==> config.mk <==
export PLATFORM = sky130hd
export DESIGN_NAME = lcd_pixel_unpack
export DESIGN_NICKNAME = d
export VERILOG_FILES = /design/src/rtl/lcd_unpack_pkg.sv /design/src/rtl/lcd_unpack_cfg_check.sv /design/src/rtl/lcd_unpack_hold.sv /design/src/rtl/lcd_unpack_format.sv /design/src/rtl/lcd_pixel_unpack.sv
export SDC_FILE = /design/constraint.sdc
export NUM_CORES = 1
export LEC_CHECK = 0
export ABC_AREA = 1
export BUFFER_PORTS_ARGS = -buffer_cell sky130_fd_sc_hd__buf_2
export CORE_ASPECT_RATIO = 1.4
export CORE_MARGIN = 2
export CORE_UTILIZATION = 52
export DETAILED_ROUTE_END_ITERATION = 8
export PLACE_DENSITY = 0.85
export SYNTH_ARGS = -nofsm -noshare
export SYNTH_HDL_FRONTEND = slang
export SYNTH_SLANG_ARGS = --single-unit
export TNS_END_PERCENT = 10
==> constraint.sdc <==
create_clock -name clk -period 2.5 [get_ports clk]
set_clock_uncertainty 0.15 [all_clocks]
set_input_delay 0.5 -clock clk [delete_from_list [all_inputs] [get_ports clk]]
set_output_delay 0.5 -clock clk [all_outputs]
set_load 0.01 [all_outputs]
==> src/rtl/lcd_unpack_pkg.sv <==
`timescale 1ns/1ps
// Package: shared codes and widths for the pixel word unpacker.
// Assumes a word of whole bytes and a colour component of at most one byte.
package lcd_unpack_pkg;

    // Word-length codes as seen on cfg_wlen
    typedef enum logic [1:0] {
        WL_PIX16  = 2'd0,
        WL_RSVD1  = 2'd1,
        WL_RSVD2  = 2'd2,
        WL_PIX24  = 2'd3
    } wlen_e;

    // Panel bus-width codes as seen on cfg_bus
    typedef enum logic [1:0] {
        PBUS_8  = 2'd0,
        PBUS_16 = 2'd1,
        PBUS_18 = 2'd2,
        PBUS_24 = 2'd3
    } pbus_e;

    localparam int BYTE_W = 8;

endpackage

==> src/rtl/lcd_unpack_cfg_check.sv <==
`timescale 1ns/1ps
// Module: lcd_unpack_cfg_check
// Decodes whether the word-length and bus-width pair is supported.
// Assumes the configuration is static while pixels flow.
module lcd_unpack_cfg_check
    import lcd_unpack_pkg::*;
(
    input  logic [1:0] wlen,
    input  logic [1:0] bus,
    output logic       err
);

    // Purpose: flag reserved word lengths and 24-bit pixels on an 8-bit bus
    always_comb begin
        unique case (wlen_e'(wlen))
            WL_PIX16: err = 1'b0;
            WL_PIX24: err = (pbus_e'(bus) == PBUS_8);
            default:  err = 1'b1;
        endcase
    end

endmodule

==> src/rtl/lcd_unpack_hold.sv <==
`timescale 1ns/1ps
// Module: lcd_unpack_hold
// One-word holding register with a pixel-slot counter.
// Assumes load and consume are never both requested unless consume takes the
// last slot; the load then wins and restarts the slot count.
module lcd_unpack_hold #(
    parameter int WORD_W   = 32,
    parameter int SLOTS    = 2,
    localparam int SLOT_W  = (SLOTS > 1) ? $clog2(SLOTS) : 1
) (
    input  logic              clk,
    input  logic              rst_n,
    input  logic              load,
    input  logic [WORD_W-1:0] load_word,
    input  logic              consume,
    input  logic              last,
    output logic [WORD_W-1:0] word_q,
    output logic              full_q,
    output logic [SLOT_W-1:0] slot_q
);

    // Purpose: capture a new word or advance through its pixel slots
    always_ff @(posedge clk) begin
        if (!rst_n) begin
            word_q <= '0;
            full_q <= 1'b0;
            slot_q <= '0;
        end else if (load) begin
            word_q <= load_word;
            full_q <= 1'b1;
            slot_q <= '0;
        end else if (consume) begin
            if (last) begin
                full_q <= 1'b0;
                slot_q <= '0;
            end else begin
                slot_q <= slot_q + 1'b1;
            end
        end
    end

endmodule

==> src/rtl/lcd_unpack_format.sv <==
`timescale 1ns/1ps
// Module: lcd_unpack_format
// Masks the byte lanes of the held word and arranges one pixel on the bus.
// Assumes 16-bit pixels are 5:6:5 and 24-bit pixels are 8:8:8, low bytes used.
module lcd_unpack_format
    import lcd_unpack_pkg::*;
#(
    parameter int WORD_W  = 32,
    parameter int PIX_W   = 24,
    parameter int NARROW  = 6,
    localparam int NBYTES = WORD_W / BYTE_W,
    localparam int HALF_W = WORD_W / 2,
    localparam int NCH    = 3
) (
    input  logic [WORD_W-1:0] word_q,
    input  logic [NBYTES-1:0] byte_en,
    input  logic [1:0]        wlen,
    input  logic              trunc,
    input  logic              slot,
    output logic [PIX_W-1:0]  px
);

    logic [WORD_W-1:0] masked;
    logic [HALF_W-1:0] half;
    logic [NCH*NARROW-1:0] narrow;

    // Purpose: zero every byte lane whose enable bit is clear
    for (genvar b = 0; b < NBYTES; b++) begin : g_lane
        assign masked[b*BYTE_W +: BYTE_W] = byte_en[b] ? word_q[b*BYTE_W +: BYTE_W]
                                                        : '0;
    end

    // Purpose: keep the low bits of each 8-bit component for a narrow panel
    for (genvar c = 0; c < NCH; c++) begin : g_chan
        assign narrow[c*NARROW +: NARROW] = masked[c*BYTE_W +: NARROW];
    end

    // Purpose: choose the halfword for the current slot, low half first
    always_comb begin
        half = slot ? masked[WORD_W-1:HALF_W] : masked[HALF_W-1:0];
    end

    // Purpose: place the selected pixel on the bus for the word length
    always_comb begin
        px = '0;
        unique case (wlen_e'(wlen))
            WL_PIX16: px[HALF_W-1:0] = half;
            WL_PIX24: begin
                if (trunc) px[NCH*NARROW-1:0] = narrow;
                else       px[NCH*BYTE_W-1:0] = masked[NCH*BYTE_W-1:0];
            end
            default:  px = '0;
        endcase
    end

endmodule

==> src/rtl/lcd_pixel_unpack.sv <==
`timescale 1ns/1ps
// Module: lcd_pixel_unpack (top)
// Unpacks FIFO words into pixels, one per pixel strobe.
// Assumes configuration inputs change only while reset is held.
module lcd_pixel_unpack
    import lcd_unpack_pkg::*;
#(
    parameter int WORD_W  = 32,
    parameter int PIX_W   = 24,
    parameter int NARROW  = 6,
    localparam int NBYTES = WORD_W / BYTE_W,
    localparam int SLOTS  = 2
) (
    input  logic              clk,
    input  logic              rst_n,
    input  logic [1:0]        cfg_wlen,
    input  logic [NBYTES-1:0] cfg_byte_en,
    input  logic              cfg_trunc18,
    input  logic [1:0]        cfg_bus,
    input  logic              word_valid,
    input  logic [WORD_W-1:0] word_data,
    output logic              word_ready,
    input  logic              pix_en,
    output logic              pix_valid,
    output logic [PIX_W-1:0]  pix_data,
    output logic              cfg_err
);

    logic              err;
    logic [WORD_W-1:0] held;
    logic              full;
    logic              slot;
    logic              fire;
    logic              last;
    logic              load;
    logic [PIX_W-1:0]  px;

    lcd_unpack_cfg_check u_cfg (
        .wlen (cfg_wlen),
        .bus  (cfg_bus),
        .err  (err)
    );

    // Purpose: decide pixel issue, last-slot and word acceptance
    always_comb begin
        fire       = full & ~err & pix_en;
        last       = (wlen_e'(cfg_wlen) == WL_PIX24) | slot;
        word_ready = ~err & (~full | (fire & last));
        load       = word_valid & word_ready;
    end

    lcd_unpack_hold #(
        .WORD_W (WORD_W),
        .SLOTS  (SLOTS)
    ) u_hold (
        .clk       (clk),
        .rst_n     (rst_n),
        .load      (load),
        .load_word (word_data),
        .consume   (fire),
        .last      (last),
        .word_q    (held),
        .full_q    (full),
        .slot_q    (slot)
    );

    lcd_unpack_format #(
        .WORD_W (WORD_W),
        .PIX_W  (PIX_W),
        .NARROW (NARROW)
    ) u_fmt (
        .word_q  (held),
        .byte_en (cfg_byte_en),
        .wlen    (cfg_wlen),
        .trunc   (cfg_trunc18),
        .slot    (slot),
        .px      (px)
    );

    // Purpose: drive the bus only for an issued pixel, zero otherwise
    always_comb begin
        pix_valid = fire;
        pix_data  = fire ? px : '0;
        cfg_err   = err;
    end

endmodule

==> flow_summary.ini <==
[timing]
setup_violations = 0
timing.hold.ws_ns = 0.3648
rsz0062_at_grt = yes
finalHoldViolCount = 0
finalCritPeriodShare_pct = 99.13
final_max_slew_viol_count = 0
worst_slack_ns = 0.02164
relSlewSlack_pct = 61.02
fmax_mhz = 403.5
worstMarginPinSlew_ns = 0.5846
period_needed_ns = 2.478

[clocking]
clk_latency_ns = 0.28
hold_buffers = 0
cts_tree = yes
cts.sinks = 34
cts_buffer_depth = 2
cts_root_buffer = clkbuf_8
clk_pin_slew_ns = 0.07
cts_buffers = 5
htreeDepth = 2

[yosys]
syn-cell-area_um2 = 2456
synth_top_cell_by_area = dfxtp_1
postSynthAreaPerCell_um2 = 6.035
async_flop_share_pct = 0
synth.distinct_cells = 30
syn-num-nets = 454
synth-edff-count = 0
synth_top_area_share_pct = 27.71
ys_seq_area_share_pct = 27.71
yosysWarnings = 0
synth_area_leaders = dfxtp_1, inv_1, nand2_1, nand4_1, nor2_1
synth_ff_type = dfxtp_1
syn_inst = 407
ys_seq_elements = 34

[finish]
n_antenna_cell = 0
final-instance-count-excl-fill = 549
fin_nets = 533
syn2layout_area_growth_pct = 29.39
fillCellCount = 387
fin_area_um2 = 3178
drive_gt1_share_pct = 27.93

[floorplanning]
fp.dieArea_um2 = 5297
num_rows = 29
die_h_um = 85.32
start_util_pct = 54.15
core_area_um2 = 4536
io-pin-count = 72
die_x_um = 62.09

[placed_design]
dp.final_hpwl_um = 4957
dp.cells = 539
dpl_cell_area_um2 = 2964
place_ws_ns = -0.08604
place.gp.congestion = 0.9385
portBuffers = 71

[drt]
via_per_inst = 5.024
final_antenna_net_count = 0
drt-wirelength-per-cell_um = 12.41
vias = 2758
dr.pass1.iters = 4
drc_errors = 0
wirelength_um = 6813
drtIter0Drc = 172

[grt]
antenna_found_initial = 0
grt_first_pass_wirelength_um = 10690
met1_usage_pct = 30.73
gr-usage-all-layers_pct = 26.24
grtUsageMet2_pct = 46.31
busiest_layer = met2
grt-ovfl-total = 0
grt_max_degree = 35
grtUsageMet3_pct = 3.963
grt_pass1_vias = 2498

[worst_setup_path]
crit_type = in2out
critPathLaunchType = input pin
critPathRequiredTime_ns = 1.85
arrival_ns = 1.83
worst-path-max-fanout = 5
endpoint_kind = output pin
rrSetupSlack_ns = 0.76

[flow_run]
cap_violations = 0

[status]
status = completed

[power]
p_per_area_nw_per_um2 = 430.0
p_leak_nw = 1.713
vdd_drop_max_uv = 306.6

[hold_path]
worst_hold_path_type = reg2reg
-- metrics by stage --
stage	util [%]	TNS (ns)	total power, W
floorplan	-	0	0.0008214
global placement	65.35	-0.1417	0.0009156
detailed placement	65.35	-0.7246	0.0009266
CTS	67.94	-0.005755	0.001351
global route	70.07	-0.03519	0.001437
finish	70.07	0	0.001367
-- synthesized netlist by cell type (4+ instances only) --
cell type / number
a21oi_1: 7
nor3_1: 4
dfxtp_1: 34
buf_2: 7
clkbuf_1: 12
nor2_1: 53
nor2_4: 9
nand2_1: 90
nand4_1: 34
o22ai_1: 8
inv_1: 109
o21bai_1: 6
a41oi_1: 8
buf_1: 4
-- per-layer routing --
layer	part of all wire (%)	vias up
li1	-	1383
met1	38	1230
met2	53	125
met3	6.4	20
met4	2.8	0
met5	0	-
-- where the power goes --
part	internal, W	leakage (nW)	switching [W]
registers	0.000583	0.279	0.0000228
logic	0.000132	1.39	0.000198
clock network	0.000221	0.0472	0.000210
total	0.000936	1.71	0.000431
-- path summary, 6_finish.rpt --
| kind | startpoint | to | cells after the start |
|---|---|---|---|
| max | cfg_wlen[1] | pix_data[10] | 12 |
| max reg2reg | u_hold.slot_q | u_hold.word_q[10] | 9 |
| min reg2reg | u_hold.word_q[22] | u_hold.word_q[22] | 4 |
| min | u_hold.word_q[22] | u_hold.word_q[22] | 4 |
-- cells in the final DEF, fill, tap and decap left out, drive strengths merged --
| master | Yosys | final |
|---|---|---|
| a21oi | 9 | 9 |
| o21ai | 2 | 2 |
| inv | 112 | 112 |
| nor3 | 4 | 4 |
| or2 | 1 | 1 |
| ha | 2 | 2 |
| o21bai | 6 | 6 |
| a41oi | 8 | 8 |
| o22ai | 8 | 8 |
| o211ai | 2 | 2 |
| nand2 | 93 | 93 |
| a31oi | 1 | 1 |
| clkinv | 1 | 2 |
| dfxtp | 34 | 34 |
| buf | 14 | 97 |
| clkinvlp | 0 | 1 |
| clkbuf | 12 | 7 |
| nand4 | 34 | 34 |
| nand3 | 1 | 1 |
| nor2 | 63 | 63 |
-- worst max-delay path, stage by stage --
cell,delay [ns]
buf_6,0.10
inv_2,0.05
ha_4,0.14
inv_4,0.04
nand2_4,0.06
nand2_4,0.05
nor2_4,0.11
inv_2,0.04
or2_4,0.28
buf_12,0.15
a21oi_1,0.14
buf_2,0.16
-- cell families after synthesis --
| group | count (synthesis) | synth area share, % |
|---|---|---|
| adder cells (fa/ha/maj) | 2 | 1.019 |
| AO/OA/AOI/OAI | 36 | 10.75 |
| flip-flops | 34 | 27.71 |
| buffers and inverters | 139 | 22.97 |
| AND/OR/NAND/NOR | 196 | 37.54 |
-- what timing repair did --
item                                   4_1_cts  5_1_grt
resized for setup                            7       15
endpoints found under the hold margin        0        0
setup buffers                                0        1
pin swaps                                    1        5
setup endpoints to repair                   14       17
gates cloned                                 0        1
-- state kept, by name (all words and copies together) (netlist names) --
name           count
u_hold.slot_q      1
u_hold.full_q      1
u_hold.word_q     32
-- cell type report --
type	instances	area (um^2)	area share (%)
inverter	113	429.2	13.50
sequential	34	680.7	21.42
tap	62	77.57	2.441
multi-input combinational	234	1275	40.12
clock buffer	6	82.58	2.598
clock inverter	2	12.51	0.3937
timing repair buffer	98	620.6	19.53
No activity file was read; power rests on OpenSTA's default activity.
